<file path="src/rtl/strap_pkg.sv">
package strap_pkg;

    localparam int FS_W = 3;

    typedef enum logic [2:0] {
        CPU_100  = 3'd0,
        CPU_133  = 3'd1,
        CPU_166  = 3'd2,
        CPU_200  = 3'd3,
        CPU_266  = 3'd4,
        CPU_333  = 3'd5,
        CPU_400  = 3'd6,
        CPU_OFF  = 3'd7
    } cpu_code_e;

    typedef enum logic [1:0] {
        AUX_OFF  = 2'd0,
        AUX_RUN  = 2'd1
    } aux_code_e;

    typedef struct packed {
        logic            itp;
        logic [FS_W-1:0] fs;
    } strap_t;

    localparam int STRAP_W = $bits(strap_t);

    // Values the pads settle to when nothing drives them (A pulled up).
    localparam strap_t STRAP_IDLE = '{itp: 1'b0, fs: 3'b001};

    function automatic cpu_code_e cpu_rate(input logic [FS_W-1:0] sel);
        cpu_code_e r;
        case (sel)
            3'b000:  r = CPU_266;
            3'b001:  r = CPU_133;
            3'b010:  r = CPU_200;
            3'b011:  r = CPU_166;
            3'b100:  r = CPU_333;
            3'b101:  r = CPU_100;
            3'b110:  r = CPU_400;
            default: r = CPU_200;
        endcase
        return r;
    endfunction

endpackage

</file>
<file path="src/rtl/strap_sync.sv">
module strap_sync #(
    parameter int          WIDTH   = 4,
    parameter int          STAGES  = 2,
    parameter logic [WIDTH-1:0] RST_VAL = '0
) (
    input  logic             clk,
    input  logic             rst,
    input  logic [WIDTH-1:0] d,
    output logic [WIDTH-1:0] q
);
    localparam int CHAIN_W = WIDTH * STAGES;

    generate
        if (STAGES <= 1) begin : g_single
            logic [WIDTH-1:0] r;
            always_ff @(posedge clk) begin
                if (rst) r <= RST_VAL;
                else     r <= d;
            end
            assign q = r;
        end else begin : g_chain
            logic [CHAIN_W-1:0] sh;
            always_ff @(posedge clk) begin
                if (rst) sh <= {STAGES{RST_VAL}};
                else     sh <= {sh[CHAIN_W-WIDTH-1:0], d};
            end
            assign q = sh[CHAIN_W-1 -: WIDTH];
        end
    endgenerate

endmodule

</file>
<file path="src/rtl/strap_stable.sv">
module strap_stable #(
    parameter int          WIDTH         = 4,
    parameter int          STABLE_CYCLES = 2,
    parameter logic [WIDTH-1:0] RST_VAL  = '0
) (
    input  logic             clk,
    input  logic             rst,
    input  logic [WIDTH-1:0] d,
    output logic             stable
);
    localparam int CNT_MAX = (STABLE_CYCLES > 1) ? STABLE_CYCLES - 1 : 1;
    localparam int CNT_W   = $clog2(CNT_MAX + 1);

    generate
        if (STABLE_CYCLES <= 1) begin : g_nofilter
            assign stable = 1'b1;
            logic [WIDTH:0] unused_in;
            assign unused_in = {clk, rst, d} == '0 ? '0 : '0;
        end else begin : g_filter
            logic [WIDTH-1:0] prev;
            logic [CNT_W-1:0] run;
            logic [CNT_W-1:0] run_next;

            always_comb begin
                if (d != prev)                      run_next = '0;
                else if (run == CNT_W'(CNT_MAX))    run_next = run;
                else                                run_next = run + 1'b1;
            end

            always_ff @(posedge clk) begin
                if (rst) begin
                    prev <= RST_VAL;
                    run  <= '0;
                end else begin
                    prev <= d;
                    run  <= run_next;
                end
            end

            assign stable = (run_next >= CNT_W'(CNT_MAX));

            // a value just changed cannot be called steady
            a_r9_change_not_stable: assert property (@(posedge clk) disable iff (rst)
                (d != prev) |-> !stable);
        end
    endgenerate

endmodule

</file>
<file path="src/rtl/strap_capture.sv">
module strap_capture
    import strap_pkg::*;
(
    input  logic   clk,
    input  logic   rst,
    input  strap_t strap_s,
    input  logic   strap_steady,
    input  logic   pwr_low_s,
    output strap_t cap,
    output logic   locked
);
    typedef enum logic [0:0] { ST_ARMED = 1'b0, ST_LOCKED = 1'b1 } cap_state_e;

    cap_state_e state;
    logic       fire;

    assign fire = (state == ST_ARMED) && pwr_low_s && strap_steady;

    always_ff @(posedge clk) begin
        if (rst) begin
            state <= ST_ARMED;
            cap   <= STRAP_IDLE;
        end else if (fire) begin
            state <= ST_LOCKED;
            cap   <= strap_s;
        end
    end

    assign locked = (state == ST_LOCKED);

    // once locked, stay locked with a frozen value
    a_r8_hold_lock: assert property (@(posedge clk) disable iff (rst)
        locked |=> (locked && $stable(cap)));

    // no capture without power-good
    a_r2_need_pwrgd: assert property (@(posedge clk) disable iff (rst)
        (!locked && !pwr_low_s) |=> !locked);

    // no capture while the strap bus is moving
    a_r9_need_steady: assert property (@(posedge clk) disable iff (rst)
        (!locked && !strap_steady) |=> !locked);

endmodule

</file>
<file path="src/rtl/freq_decode.sv">
module freq_decode
    import strap_pkg::*;
(
    input  logic            clk,
    input  logic            rst,
    input  logic            en,
    input  logic [FS_W-1:0] sel,
    output cpu_code_e       cpu_code,
    output aux_code_e       src_code,
    output aux_code_e       pci_code,
    output aux_code_e       dot_code
);
    always_comb begin
        if (en) begin
            cpu_code = cpu_rate(sel);
            src_code = AUX_RUN;
            pci_code = AUX_RUN;
            dot_code = AUX_RUN;
        end else begin
            cpu_code = CPU_OFF;
            src_code = AUX_OFF;
            pci_code = AUX_OFF;
            dot_code = AUX_OFF;
        end
    end

    // an enabled core never sees the off code
    a_r4_cpu_running: assert property (@(posedge clk) disable iff (rst)
        en |-> (cpu_code != CPU_OFF));

    // the fixed-rate domains run together and only when enabled
    a_r5_aux_fixed: assert property (@(posedge clk) disable iff (rst)
        (src_code == pci_code) && (pci_code == dot_code) && ((src_code == AUX_RUN) == en));

endmodule

</file>
<file path="src/rtl/strap_latch_top.sv">
module strap_latch_top
    import strap_pkg::*;
#(
    parameter int SYNC_STAGES   = 2,
    parameter int STABLE_CYCLES = 2
) (
    input  logic       clk,
    input  logic       rst,
    input  logic [2:0] fs_strap,
    input  logic       itp_strap,
    input  logic       pwrgd_n,
    output logic [2:0] fs_sel,
    output logic       itp_sel,
    output logic       ready,
    output logic       pcif0_oe,
    output logic [2:0] cpu_code,
    output logic [1:0] src_code,
    output logic [1:0] pci_code,
    output logic [1:0] dot_code
);
    strap_t    strap_raw;
    strap_t    strap_s;
    logic      pwrgd_n_s;
    logic      steady;
    strap_t    cap;
    logic      locked;
    cpu_code_e cpu_e;
    aux_code_e src_e, pci_e, dot_e;

    assign strap_raw = '{itp: itp_strap, fs: fs_strap};

    strap_sync #(.WIDTH(STRAP_W), .STAGES(SYNC_STAGES), .RST_VAL(STRAP_IDLE)) u_sync_strap (
        .clk (clk),
        .rst (rst),
        .d   (strap_raw),
        .q   (strap_s)
    );

    strap_sync #(.WIDTH(1), .STAGES(SYNC_STAGES), .RST_VAL(1'b1)) u_sync_pwr (
        .clk (clk),
        .rst (rst),
        .d   (pwrgd_n),
        .q   (pwrgd_n_s)
    );

    strap_stable #(.WIDTH(STRAP_W), .STABLE_CYCLES(STABLE_CYCLES), .RST_VAL(STRAP_IDLE)) u_stable (
        .clk    (clk),
        .rst    (rst),
        .d      (strap_s),
        .stable (steady)
    );

    strap_capture u_cap (
        .clk          (clk),
        .rst          (rst),
        .strap_s      (strap_s),
        .strap_steady (steady),
        .pwr_low_s    (!pwrgd_n_s),
        .cap          (cap),
        .locked       (locked)
    );

    freq_decode u_dec (
        .clk      (clk),
        .rst      (rst),
        .en       (locked),
        .sel      (cap.fs),
        .cpu_code (cpu_e),
        .src_code (src_e),
        .pci_code (pci_e),
        .dot_code (dot_e)
    );

    assign fs_sel   = cap.fs;
    assign itp_sel  = cap.itp;
    assign ready    = locked;
    assign pcif0_oe = locked;
    assign cpu_code = cpu_e;
    assign src_code = src_e;
    assign pci_code = pci_e;
    assign dot_code = dot_e;

    // capture happens only after power-good was seen low
    a_r3_rise_after_pwrgd: assert property (@(posedge clk) disable iff (rst)
        $rose(ready) |-> $past(!pwrgd_n_s));

    // the shared pin driver never turns off again without reset
    a_r7_oe_sticky: assert property (@(posedge clk) disable iff (rst)
        pcif0_oe |=> pcif0_oe);

endmodule

</file>
<file path="config.mk">
export PLATFORM = sky130hd
export DESIGN_NAME = strap_latch_top
export DESIGN_NICKNAME = d
export VERILOG_FILES = /design/src/rtl/strap_pkg.sv /design/src/rtl/strap_sync.sv /design/src/rtl/strap_stable.sv /design/src/rtl/strap_capture.sv /design/src/rtl/freq_decode.sv /design/src/rtl/strap_latch_top.sv
export SDC_FILE = /design/constraint.sdc
export NUM_CORES = 1
export LEC_CHECK = 0
export ABC_AREA = 1
export CORE_MARGIN = 2
export CORE_UTILIZATION = 45
export CTS_CLUSTER_DIAMETER = 30
export DETAILED_ROUTE_END_ITERATION = 6
export PLACE_DENSITY = 0.85
export SYNTH_ARGS = -nofsm -noshare
export SYNTH_HDL_FRONTEND = slang
export SYNTH_SLANG_ARGS = --single-unit
</file>
<file path="constraint.sdc">
create_clock -name clk -period 1.2 [get_ports clk]
set_input_delay 0.12 -clock clk [delete_from_list [all_inputs] [get_ports clk]]
set_output_delay 0.12 -clock clk [all_outputs]
set_load 0.005 [all_outputs]
</file>
**After elaboration in Yosys (flattened, before gate mapping)**

Index checks and enable logic that the tools add are counted.

- Register bits after elaboration: 20
- Input port bits: 7
- Word-level logic and storage cells: 25

- Equality and inequality tests: 6
- Order comparisons: 1
- Add/subtract/negate cells: 1
- Mux-type cells: 5
- Reductions and logical operators: 4
- Bitwise logic cells: 1

Operators with widths:

| cell | number |
|---|---|
| one-hot mux 3 bit (6 select lines) | 1 |
| equality test 3 bit (second input constant) | 3 |
| != test 4 bit | 1 |
| equality test 3 x 1 -> 1 bit (second input constant) | 1 |
| equality test 3 x 2 -> 1 bit (second input constant) | 1 |
| logical NOT 3 bit | 1 |
| 2-to-1 mux 1 bit | 3 |
| 2-to-1 mux 3 bit | 1 |
| logical AND 1 bit | 2 |
| adder 1 bit (second input constant) | 1 |
| >= comparator 1 bit (second input constant) | 1 |
| logical NOT 1 bit | 1 |
| inverter 1 bit | 1 |

**Depth between registers and ports, before layout**

Gate-level depths: netlist (run 1).

- Depth after elaboration: 5
- Mapped depth: 8

**Modules after synthesis**

Synthesis (run 1) repeated with hierarchy kept, for this count alone.

- Cells, all modules: 110
- Area, all modules: 795.8 sq um

Modules (own cells, without submodules):

| module | area each (sq um) | times used | cells an instance | sequential area each (sq um) |
|---|---|---|---|---|
| strap_sync (u_sync_strap) | 254.0 | 1 | 29 | 160.2 |
| strap_capture | 201.4 | 1 | 27 | 100.1 |
| strap_stable | 171.4 | 1 | 25 | 80.1 |
| freq_decode | 98.8 | 1 | 20 | 0.0 |
| strap_sync (u_sync_pwr) | 58.8 | 1 | 7 | 40.0 |
| strap_latch_top | 11.3 | 1 | 2 | 0.0 |

**Worst setup path before layout (run 1)**

Ideal clock, no wire load.

- Path kind: flip-flop to flip-flop
- Start: reg u_cap.state (netlist: u_cap.locked)
- End: reg, netlist name u_cap.cap[0]
- Clock period less this slack: 1.033 ns
- Path buffers: 0
- Required time: 1.079 ns
- Cell stages (with the launch flop): 7
- Setup time: 0.121 ns
- Path slack: 0.167 ns
- Arrival time: 0.912 ns
- Cell sequence: dfxtp_1 inv_2 nand2_1 a21oi_2 nand3_2 nand2_1 nand3_1

- Word-level cells in the longest chain between the ends: 3

RTL lines:

| what | line | RTL |
|---|---|---|
| from (decl) | strap_capture.sv:14 | `cap_state_e state;` |
| from (signal assigned) | strap_capture.sv:21 | `state <= ST_ARMED;` |
| from (signal assigned) | strap_capture.sv:24 | `state <= ST_LOCKED;` |
| inverter 1 bit | strap_capture.sv:17 | `assign fire = (state == ST_ARMED) && pwr_low_s && strap_steady;` |
| logical AND 1 bit (2 in series) | strap_capture.sv:17 |  |

No other way between the ends.
A chain may end at the register's enable or synchronous reset.

**Worst setup path after layout (run 1)**

- Start: reg, netlist name u_cap.cap[2]
- End: out cpu_code[0]

- Word-level cells in the longest chain between the ends: 3
- Elaborated cells on any way between the ends: 8
- Classes of those cells: eq/ne (5); mux (2); reduce/logical (1)

RTL lines:

| what | line | RTL |
|---|---|---|
| equality test 3 bit, or another cell as far along | strap_pkg.sv:33 | `case (sel)` |
| one-hot mux 3 bit (6 select lines) * | strap_pkg.sv:33 |  |
| 2-to-1 mux 3 bit * | freq_decode.sv:14 | `if (en) begin` |
| to (decl) | strap_latch_top.sv:16 | `output logic [2:0] cpu_code,` |

Every way passes the cells marked *; elsewhere a longest branch is shown, timed or not.

==> results_dict.tcl, run 1 <==
set metrics [dict create \
    outcome "finished with violations" \
    violations "negative setup slack" \
    syn_inst 103 \
    slowest_stage "dfxtp_2" \
    clkLatencyLatePin_ns 0.29 \
    track_usage_pct 12.9 \
    r2r-end "u_cap.cap[2]" \
    cts_hold_buf 0 \
    cts_max_level 1 \
    netlist_area_sq_um 782 \
    maxSlewViolCount 0 \
    cts_buffers 3 \
    critical_path.max_stage_delay_ns 0.36 \
    synth-compound-area-share_pct 2.40 \
    final_cell_mix "19 x nand2_1, 15 x inv_1, 14 x dfxtp_1" \
    min_to "u_sync_strap.g_chain.sh[3]" \
    grt_pass1_wl_microns 1880 \
    synth_xor_area_share_pct 1.12 \
    dr.pass1.iters 2 \
    rsz0062_at_grt "yes" \
    synthAdderAreaFrac_pct 0 \
    grt_pass1_vias 487 \
    drc 0 \
    yosys_warnings 0 \
    cp_max_fo 3 \
    grt_overflow 0 \
    hold_viol_final 0 \
    io_buffers 18 \
    cts_tree "done" \
    vias 621 \
    final_common_cell "nand2_1" \
    endpoint_kind "output port" \
    fp-row-count 15 \
    clkTransAtPathRegs_ns 0.10 \
    max-clock-path-buffers 2 \
    finalCriticalPeriod_ns 1.26 \
    startpoint_type "flip-flop" \
    finalWorstSetupSlack_ns -0.0642 \
    core_area_sq_um 1670 \
    drive_above_1_share_pct 29.9 \
    die_area_sq_um 2090 \
    pin_count 22 \
    powerDensity_nw_per_um2 1100 \
    synth.avg_cell_area_sq_um 7.59 \
    floorplan.initialDensity_pct 46.8 \
    postRouteAntennaNets 0 \
    place.gp.congestion 0.696 \
    rrSetupSlack_ns 0.02 \
    wl_per_cell_microns 8.26 \
    diodes 0 \
    yosysSeqAreaShare_pct 48.6 \
    yosys_register_bits 19 \
    arrival_ns 1.14 \
    place_hpwl_microns 913 \
    antenna_found_initial 0 \
    tns_ns -0.0642 \
    grt_max_degree 11 \
    die_h_microns 45.7 \
    place_area_sq_um 965 \
    r2r_cells 8 \
    ir_drop_v 0.000710 \
    synthToLayoutAreaGrowth_pct 32.8 \
    max_freq_mhz 791 \
    fp.dieW_microns 45.7 \
    synth_top_family_by_area "simple AND/OR/NAND/NOR gates" \
    crit_top_cell "nand2_1" \
    cp_cell_sequence "inv_2 > nand2_1 > nand2_1 > xnor2_1 > nand2_1 > buf_2" \
    multi_input_area_sq_um 292 \
    ys_types 19 \
    whs_path_depth 3 \
    crit_required_ns 1.08 \
    vias_per_cell 4.31 \
    clockRootBuffer "clkbuf_4" \
    dr.first_iter.drc_count 2 \
    skew_ns 0.00252 \
    design_area_sq_um 1040 \
    r2r-start "u_cap.locked" \
    crit_type "flip-flop to output port" \
    synthMuxAreaShare_pct 0 \
    setup_viol 1 \
    regArea_sq_um 389 \
    maxCapViolations 0 \
    fillers 146 \
    clock-sinks 19 \
    p_leak_nw 0.527 \
    drt-total-wl_microns 1190 \
    hold_path.class "input port to flip-flop" \
    nets 135 \
    post-route-period-util_pct 105 \
    synth-simple-area-share_pct 29.1 \
    hold_start "itp_strap" \
]
## critical path: cells and delay by family (launching register included)
kind / cells / cell delay [ns]
flip-flops: 1 / 0.36
XOR/XNOR: 1 / 0.13
buffers and inverters: 2 / 0.17
AND/OR/NAND/NOR: 3 / 0.21
## flip-flops by register name, indices dropped and copies added (netlist names)
| signal | count |
|---|---|
| u_cap.cap | 4 |
| u_cap.locked | 1 |
| u_stable.g_filter.prev | 4 |
| u_sync_pwr.g_chain.sh | 2 |
| u_sync_strap.g_chain.sh | 8 |
## metal layers
metal | up-vias | part of all wire [%] | track usage (%)
met3 | 4 | 7.4 | 3.57
met4 | 0 | 1.9 | 8.82
met2 | 24 | 49 | 21.4
met5 | - | 0 | 0
li1 | 339 | - | -
met1 | 254 | 42 | 14.0
## cell families after synthesis
group / count (synthesis)
compound gates: 3
xor+xnor: 1
buf+inv: 31
flops: 19
other cells: 1
simple gates: 48
## final cells by class
cell class | instances | share of cell area, %
Clock buffer | 4 | 2.53
Inverter | 23 | 8.55
Multi-Input combinational cell | 55 | 28.1
Sequential cell | 19 | 37.5
Tap cell | 17 | 2.05
Timing Repair Buffer | 26 | 21.3
## cell usage after synthesis (all sizes together)
library cell | count | area share, %
clkbuf | 1 | 0.48
clkinv | 1 | 0.48
nor2 | 15 | 9.1
dfxtp | 19 | 49
or2 | 4 | 3.2
a21oi | 2 | 1.8
nand4 | 4 | 3.2
nand3 | 2 | 1.9
nand2 | 23 | 12
xnor2 | 1 | 1.1
conb | 1 | 0.48
buf | 7 | 6.7
inv | 22 | 11
o21ai | 1 | 0.64
## where the power goes
group	internal (mW)	total [mW]	switching, mW
clock network	0.129	0.314	0.185
registers	0.657	0.671	0.0137
logic	0.0833	0.160	0.0768
## how the worst max path moves through the flow
stage,start,end,slack [ns],cells past startpoint
2_1_floorplan,u_cap.locked,u_cap.cap[0],0.17,6
3_3_place_gp,u_cap.cap[2],cpu_code[0],-0.07,6
3_5_place_dp,u_cap.cap[2],cpu_code[0],-0.13,6
4_1_cts,u_cap.cap[2],cpu_code[0],-0.09,6
5_1_grt,u_cap.cap[2],cpu_code[0],-0.14,6
6_report,u_cap.cap[2],cpu_code[0],-0.06,6
## metrics by stage
step | total power, mW | hold slack [ns] | std cells | setup WS (ns) | util (%)
2_1_floorplan | 0.780 | 0.224 | 105 | 0.167 | -
3_3_place_gp | 0.833 | 0.389 | 136 | -0.0722 | 57.8
3_5_place_dp | 0.839 | 0.397 | 136 | -0.126 | 57.8
4_1_cts | 1.14 | 0.330 | 143 | -0.0950 | 60.4
5_1_grt | 1.21 | 0.331 | 144 | -0.135 | 62.2
6_report | 1.15 | 0.331 | 144 | -0.0642 | 62.2
## repair_timing
action	CTS	global route
cloned	0	0
gates resized for setup	27	9
endpoints found under the hold margin	0	0
setup buffers	3	1
pin swaps	4	7
setup endpoints to repair	12	9
Note: power is estimated with default switching activity, not from simulation.
==> run 2, diff against run 1 <==
--- a/config.mk
+++ b/config.mk
@@ -6,7 +6,6 @@
 export NUM_CORES = 1
 export LEC_CHECK = 0
 export ABC_AREA = 1
-export CORE_MARGIN = 2
 export CORE_UTILIZATION = 45
 export CTS_CLUSTER_DIAMETER = 30
 export DETAILED_ROUTE_END_ITERATION = 6
==> run 2 against run 1 <==
Compared with the run above: register-to-register slack improved by 0.05 ns; routed wire length rose by 1.9%; core utilization rose by 5.8 points; hold slack improved by 0.0078 ns; sequential share of layout area fell by 0.75 points; fmax rose by 0.81%; final area rose by 2.0%; the run ends with design-rule violations, negative setup slack left; clock skew rose by 0.0022 ns; sequential power barely moved.
==> results_dict.tcl, run 2 (synthesis results as in run 1) <==
set metrics [dict create \
    outcome "finished with violations" \
    violations "design-rule violations, negative setup slack" \
    fin_util_pct 68.0 \
    place_hpwl_microns 978 \
    place.gp.congestion 0.742 \
    fp-row-count 14 \
    hold_viol_final 0 \
    grt_pass1_vias 567 \
    maxSlewViolCount 0 \
    grt_pass1_wl_microns 2150 \
    postRouteAntennaNets 0 \
    powerDensity_nw_per_um2 1080 \
    arrival_ns 1.13 \
    synthToLayoutAreaGrowth_pct 35.5 \
    largest_reg_flops 8 \
    worst_hold_slack_ns 0.339 \
    hold_path.class "input port to flip-flop" \
    die_h_microns 43.7 \
    reg_top3 "u_sync_strap.g_chain.sh: 8 flops, u_cap.cap: 4 flops, u_stable.g_filter.prev: 4 flops" \
    max_freq_mhz 797 \
    finalCriticalPeriod_ns 1.25 \
    startpoint_type "flip-flop" \
    fp.dieW_microns 43.7 \
    clockRootBuffer "clkbuf_4" \
    core_area_sq_um 1560 \
    drive_above_1_share_pct 39.4 \
    cts_max_level 1 \
    clkLatencyLatePin_ns 0.28 \
    drt-total-wl_microns 1210 \
    skew_ns 0.00472 \
    fillers 147 \
    track_usage_pct 15.2 \
    antenna_found_initial 0 \
    finalWorstSetupSlack_ns -0.0541 \
    cts_buffers 3 \
    io_buffers 18 \
    wl_per_cell_microns 8.48 \
    cp_max_fo 3 \
    design_area_sq_um 1060 \
    setup_viol 1 \
    ir_drop_v 0.000773 \
    dr.pass1.iters 5 \
    rsz0062_at_grt "yes" \
    tns_ns -0.0541 \
    vias 634 \
    dp_slack_ns -0.175 \
    largest_register "u_sync_strap.g_chain.sh" \
    die_area_sq_um 1910 \
    floorplan.initialDensity_pct 50.2 \
    p_leak_nw 0.536 \
    grt_max_degree 12 \
    nets 135 \
    place_area_sq_um 963 \
    vias_per_cell 4.43 \
    maxCapViolations 0 \
    drc 2 \
    final_cell_mix "14 x nand2_1, 14 x dfxtp_1, 12 x inv_1" \
    endpoint_kind "output port" \
    pin_count 22 \
    crit_type "flip-flop to output port" \
    clock-sinks 19 \
    max-clock-path-buffers 2 \
    cts_hold_buf 0 \
    clkTransAtPathRegs_ns 0.10 \
    cts_tree "done" \
    grt_overflow 0 \
    post-route-period-util_pct 105 \
    dr.first_iter.drc_count 10 \
    diodes 0 \
    crit_required_ns 1.08 \
]
-- run 2: cell count changes in the layout (fill, tap and decap cells not counted) --
| cell | previous run | this run |
|---|---|---|
| xnor2_1 | 1 | 0 |
| inv_2 | 6 | 9 |
| nor2_2 | 0 | 2 |
| nand2_1 | 19 | 14 |
| nor2_1 | 13 | 11 |
| inv_1 | 15 | 12 |
| xnor2_2 | 0 | 1 |
| buf_6 | 2 | 1 |
| buf_4 | 6 | 7 |
| clkinv_2 | 0 | 1 |
| nand2_2 | 3 | 8 |
| clkbuf_1 | 1 | 0 |
-- run 2: where the power goes --
part | internal (mW) | switching (mW)
registers | 0.657 | 0.0139
clock network | 0.124 | 0.183
logic | 0.0875 | 0.0843
-- run 2: metrics by stage --
step                      std cells  power [mW]
after floorplan                 105       0.780
after global placement          135       0.833
after detailed placement        135       0.841
after CTS                       142        1.14
after global routing            143        1.21
final                           143        1.15
-- run 2: final cells by class --
type                       count  area (sq um)  area share [%]
clock buffer                   3          22.5            2.13
tap                           16          20.0            1.89
multi-input combinational     55           317            29.9
timing repair buffer          26           218            20.5
clock inverter                 1          5.00           0.472
sequential                    19           389            36.7
inverter                      23          88.8            8.38
-- run 2: critical path, cell delays in order, from the launching register on --
cell	delay [ns]
dfxtp_2	0.36
inv_2	0.04
nand2_2	0.06
nand2_2	0.07
xnor2_2	0.12
nand2_1	0.07
buf_2	0.12
-- run 2: layer usage --
metal	wire, microns	global-route usage, %
met4	0	3.75
met1	447	15.7
met2	692	29.9
met5	0	0
met3	72	3.75
-- run 2: repair_timing --
item,4_1_cts,5_1_grt
endpoints found under the hold margin,0,0
setup endpoints to repair,12,9
gates resized for setup,31,15
pin swaps,4,7
gates cloned,0,0
buffers inserted,3,1
-- run 2: path summary, 6_finish.rpt --
path	startpoint	end	slack, ns	cells after the start
worst max register to register	u_cap.locked	u_cap.cap[1]	0.07	8
worst max-delay path	u_cap.cap[2]	cpu_code[0]	-0.05	6
worst min-delay path	itp_strap	u_sync_strap.g_chain.sh[3]	0.34	3
worst min register to register	u_sync_strap.g_chain.sh[1]	u_sync_strap.g_chain.sh[5]	0.41	2
==> run 3, diff against run 2 <==
--- a/config.mk
+++ b/config.mk
@@ -6,7 +6,10 @@
 export NUM_CORES = 1
 export LEC_CHECK = 0
 export ABC_AREA = 1
-export CORE_UTILIZATION = 45
+export ABC_CLOCK_PERIOD_IN_PS = 1200
+export CELL_PAD_IN_SITES_DETAIL_PLACEMENT = 1
+export CELL_PAD_IN_SITES_GLOBAL_PLACEMENT = 1
+export CORE_UTILIZATION = 32
 export CTS_CLUSTER_DIAMETER = 30
 export DETAILED_ROUTE_END_ITERATION = 6
 export PLACE_DENSITY = 0.85
==> run 3 against run 2 <==
Compared with the run above: the run ends with negative setup slack left; hold slack got worse by 0.0088 ns; total power up 1.3%; global-route usage shrank 1.0 points; critical endpoint unchanged.
==> results_dict.tcl, run 3 (synthesis results as in run 1) <==
set metrics [dict create \
    cts_hold_buf 0 \
    die_area_sq_um 2650 \
    grt_pass1_vias 685 \
    hold_path.class "input port to flip-flop" \
    cts_max_level 1 \
    wl_per_cell_microns 10.6 \
    switching_share_pct 24.7 \
    max_freq_mhz 789 \
    setup_viol 1 \
    clockRootBuffer "clkbuf_4" \
    p_switching_mw 0.287 \
    dr.first_iter.drc_count 1 \
    worst_hold_slack_ns 0.330 \
    maxCapViolations 0 \
    powerDensity_nw_per_um2 1070 \
    r2r-start "u_cap.locked" \
    final_common_cell "nand2_1" \
    clkTransAtPathRegs_ns 0.10 \
    cp_max_fo 3 \
    finalCriticalPeriod_ns 1.27 \
    largest_register "u_sync_strap.g_chain.sh" \
    grt_pass1_wl_microns 2750 \
    whs_path_depth 3 \
    place.gp.congestion 0.694 \
    r2r-end "u_cap.cap[1]" \
    rrSetupSlack_ns 0.03 \
    synthToLayoutAreaGrowth_pct 38.9 \
    arrival_ns 1.15 \
    ir_drop_v 0.000677 \
    max-clock-path-buffers 2 \
    final_cell_mix "18 x nand2_1, 15 x inv_1, 13 x nor2_1, 13 x dfxtp_1, 9 x buf_4" \
    critical_path.max_stage_delay_ns 0.38 \
    die_h_microns 51.4 \
    intPower_mw 0.877 \
    drc 0 \
    finalWorstSetupSlack_ns -0.0678 \
    crit_type "flip-flop to output port" \
    postRouteAntennaNets 0 \
    cts_buffers 3 \
    cp.depth 6 \
    vias_per_cell 4.27 \
    place_hpwl_microns 1160 \
    nets 138 \
    cp_cell_sequence "inv_2 > nand2_1 > nand2_2 > xnor2_1 > nand2_1 > buf_2" \
    fp.dieW_microns 51.4 \
    slowest_stage "dfxtp_4" \
    p_leak_nw 0.538 \
    rsz0062_at_grt "yes" \
    post-route-period-util_pct 106 \
    r2r_cells 8 \
    largest_reg_flops 8 \
    hold_viol_final 0 \
    track_usage_pct 14.2 \
    drt-total-wl_microns 1670 \
    pin_count 22 \
    grt_overflow 0 \
    critPathBufInv 2 \
    clock-sinks 19 \
    core_area_sq_um 2250 \
    p_comb_share_pct 15.4 \
    diodes 0 \
    drive_above_1_share_pct 33.8 \
    fillers 296 \
    io_buffers 18 \
    cp-startpoint "u_cap.cap[1]" \
    startpoint_type "flip-flop" \
    grt_max_degree 11 \
    power.total_mw 1.16 \
    endpoint_kind "output port" \
    crit_path_end "cpu_code[0]" \
    cts_tree "done" \
    crit_top_cell "nand2_1" \
    clkLatencyLatePin_ns 0.29 \
    crit_required_ns 1.08 \
    skew_ns 0.00429 \
    dr.pass1.iters 2 \
    maxSlewViolCount 0 \
    vias 675 \
    cp_top_family "flip-flops" \
    power_frac_clock_pct 27.1 \
    reg_top3 "u_sync_strap.g_chain.sh: 8 flops, u_cap.cap: 4 flops, u_stable.g_filter.prev: 4 flops" \
    antenna_found_initial 0 \
    violations "negative setup slack" \
    outcome "finished with violations" \
    p_seq_share_pct 57.5 \
    fp-row-count 17 \
    floorplan.initialDensity_pct 34.7 \
]
run 3: area by class of cell:
class	instances	area (sq um)	area share, %
clock buffer	4	26.3	2.42
inverter	23	88.8	8.18
multi-input combinational	55	298	27.4
sequential	19	393	36.2
tap	28	35.0	3.23
timing repair buffer	29	245	22.6
run 3: what timing repair did:
item,4_1_cts,5_1_grt
hold endpoints to repair,0,0
setup endpoints to repair,14,7
pin swaps,4,5
resized for setup,33,9
buffers inserted,4,3
run 3: stage by stage:
step | setup slack, ns | TNS [ns] | util [%] | cell area, sq um | cells
floorplan | 0.167 | 0 | - | 790 | 105
CTS | -0.0943 | -0.0943 | 45.8 | 1030 | 155
finish | -0.0678 | -0.0678 | 48.2 | 1090 | 158
detailed placement | -0.159 | -0.298 | 43.4 | 978 | 147
global route | -0.134 | -0.294 | 48.2 | 1090 | 158
global placement | -0.0760 | -0.111 | 43.4 | 978 | 147
run 3: metal layers:
layer	track usage, %	vias to the layer above	share of wire, %
met5	0	-	0
met4	6.76	0	0.84
met3	1.79	2	4.6
met2	29.7	26	60
met1	12.8	304	35
li1	-	343	-
run 3: how the worst min path moves through the flow:
stage	start	to	slack (ns)
final	fs_strap[2]	u_sync_strap.g_chain.sh[2]	0.33
after detailed placement	u_sync_strap.g_chain.sh[3]	u_sync_strap.g_chain.sh[7]	0.40
after global routing	fs_strap[1]	u_sync_strap.g_chain.sh[1]	0.35
after global placement	u_sync_strap.g_chain.sh[3]	u_sync_strap.g_chain.sh[7]	0.39
after floorplan	pwrgd_n	u_sync_pwr.g_chain.sh[0]	0.22
after CTS	fs_strap[2]	u_sync_strap.g_chain.sh[2]	0.32
run 3: worst reg2reg max path, stage by stage (launching register included):
cell and delay (ns):
dfxtp_4 0.35, buf_6 0.12, inv_4 0.05, nand2_4 0.04, a21oi_4 0.18, buf_6 0.13
nand4_1 0.09, nand2_1 0.08, nor2_1 0.04
run 3: power groups by stage:
stage          sequential, mW  combinational [mW]  clock [mW]
3_5_place_dp            0.688               0.156           0
3_3_place_gp            0.685               0.149           0
5_1_grt                 0.673               0.201       0.348
2_1_floorplan           0.685              0.0950           0
6_report                0.669               0.179       0.316
4_1_cts                 0.670               0.162       0.334
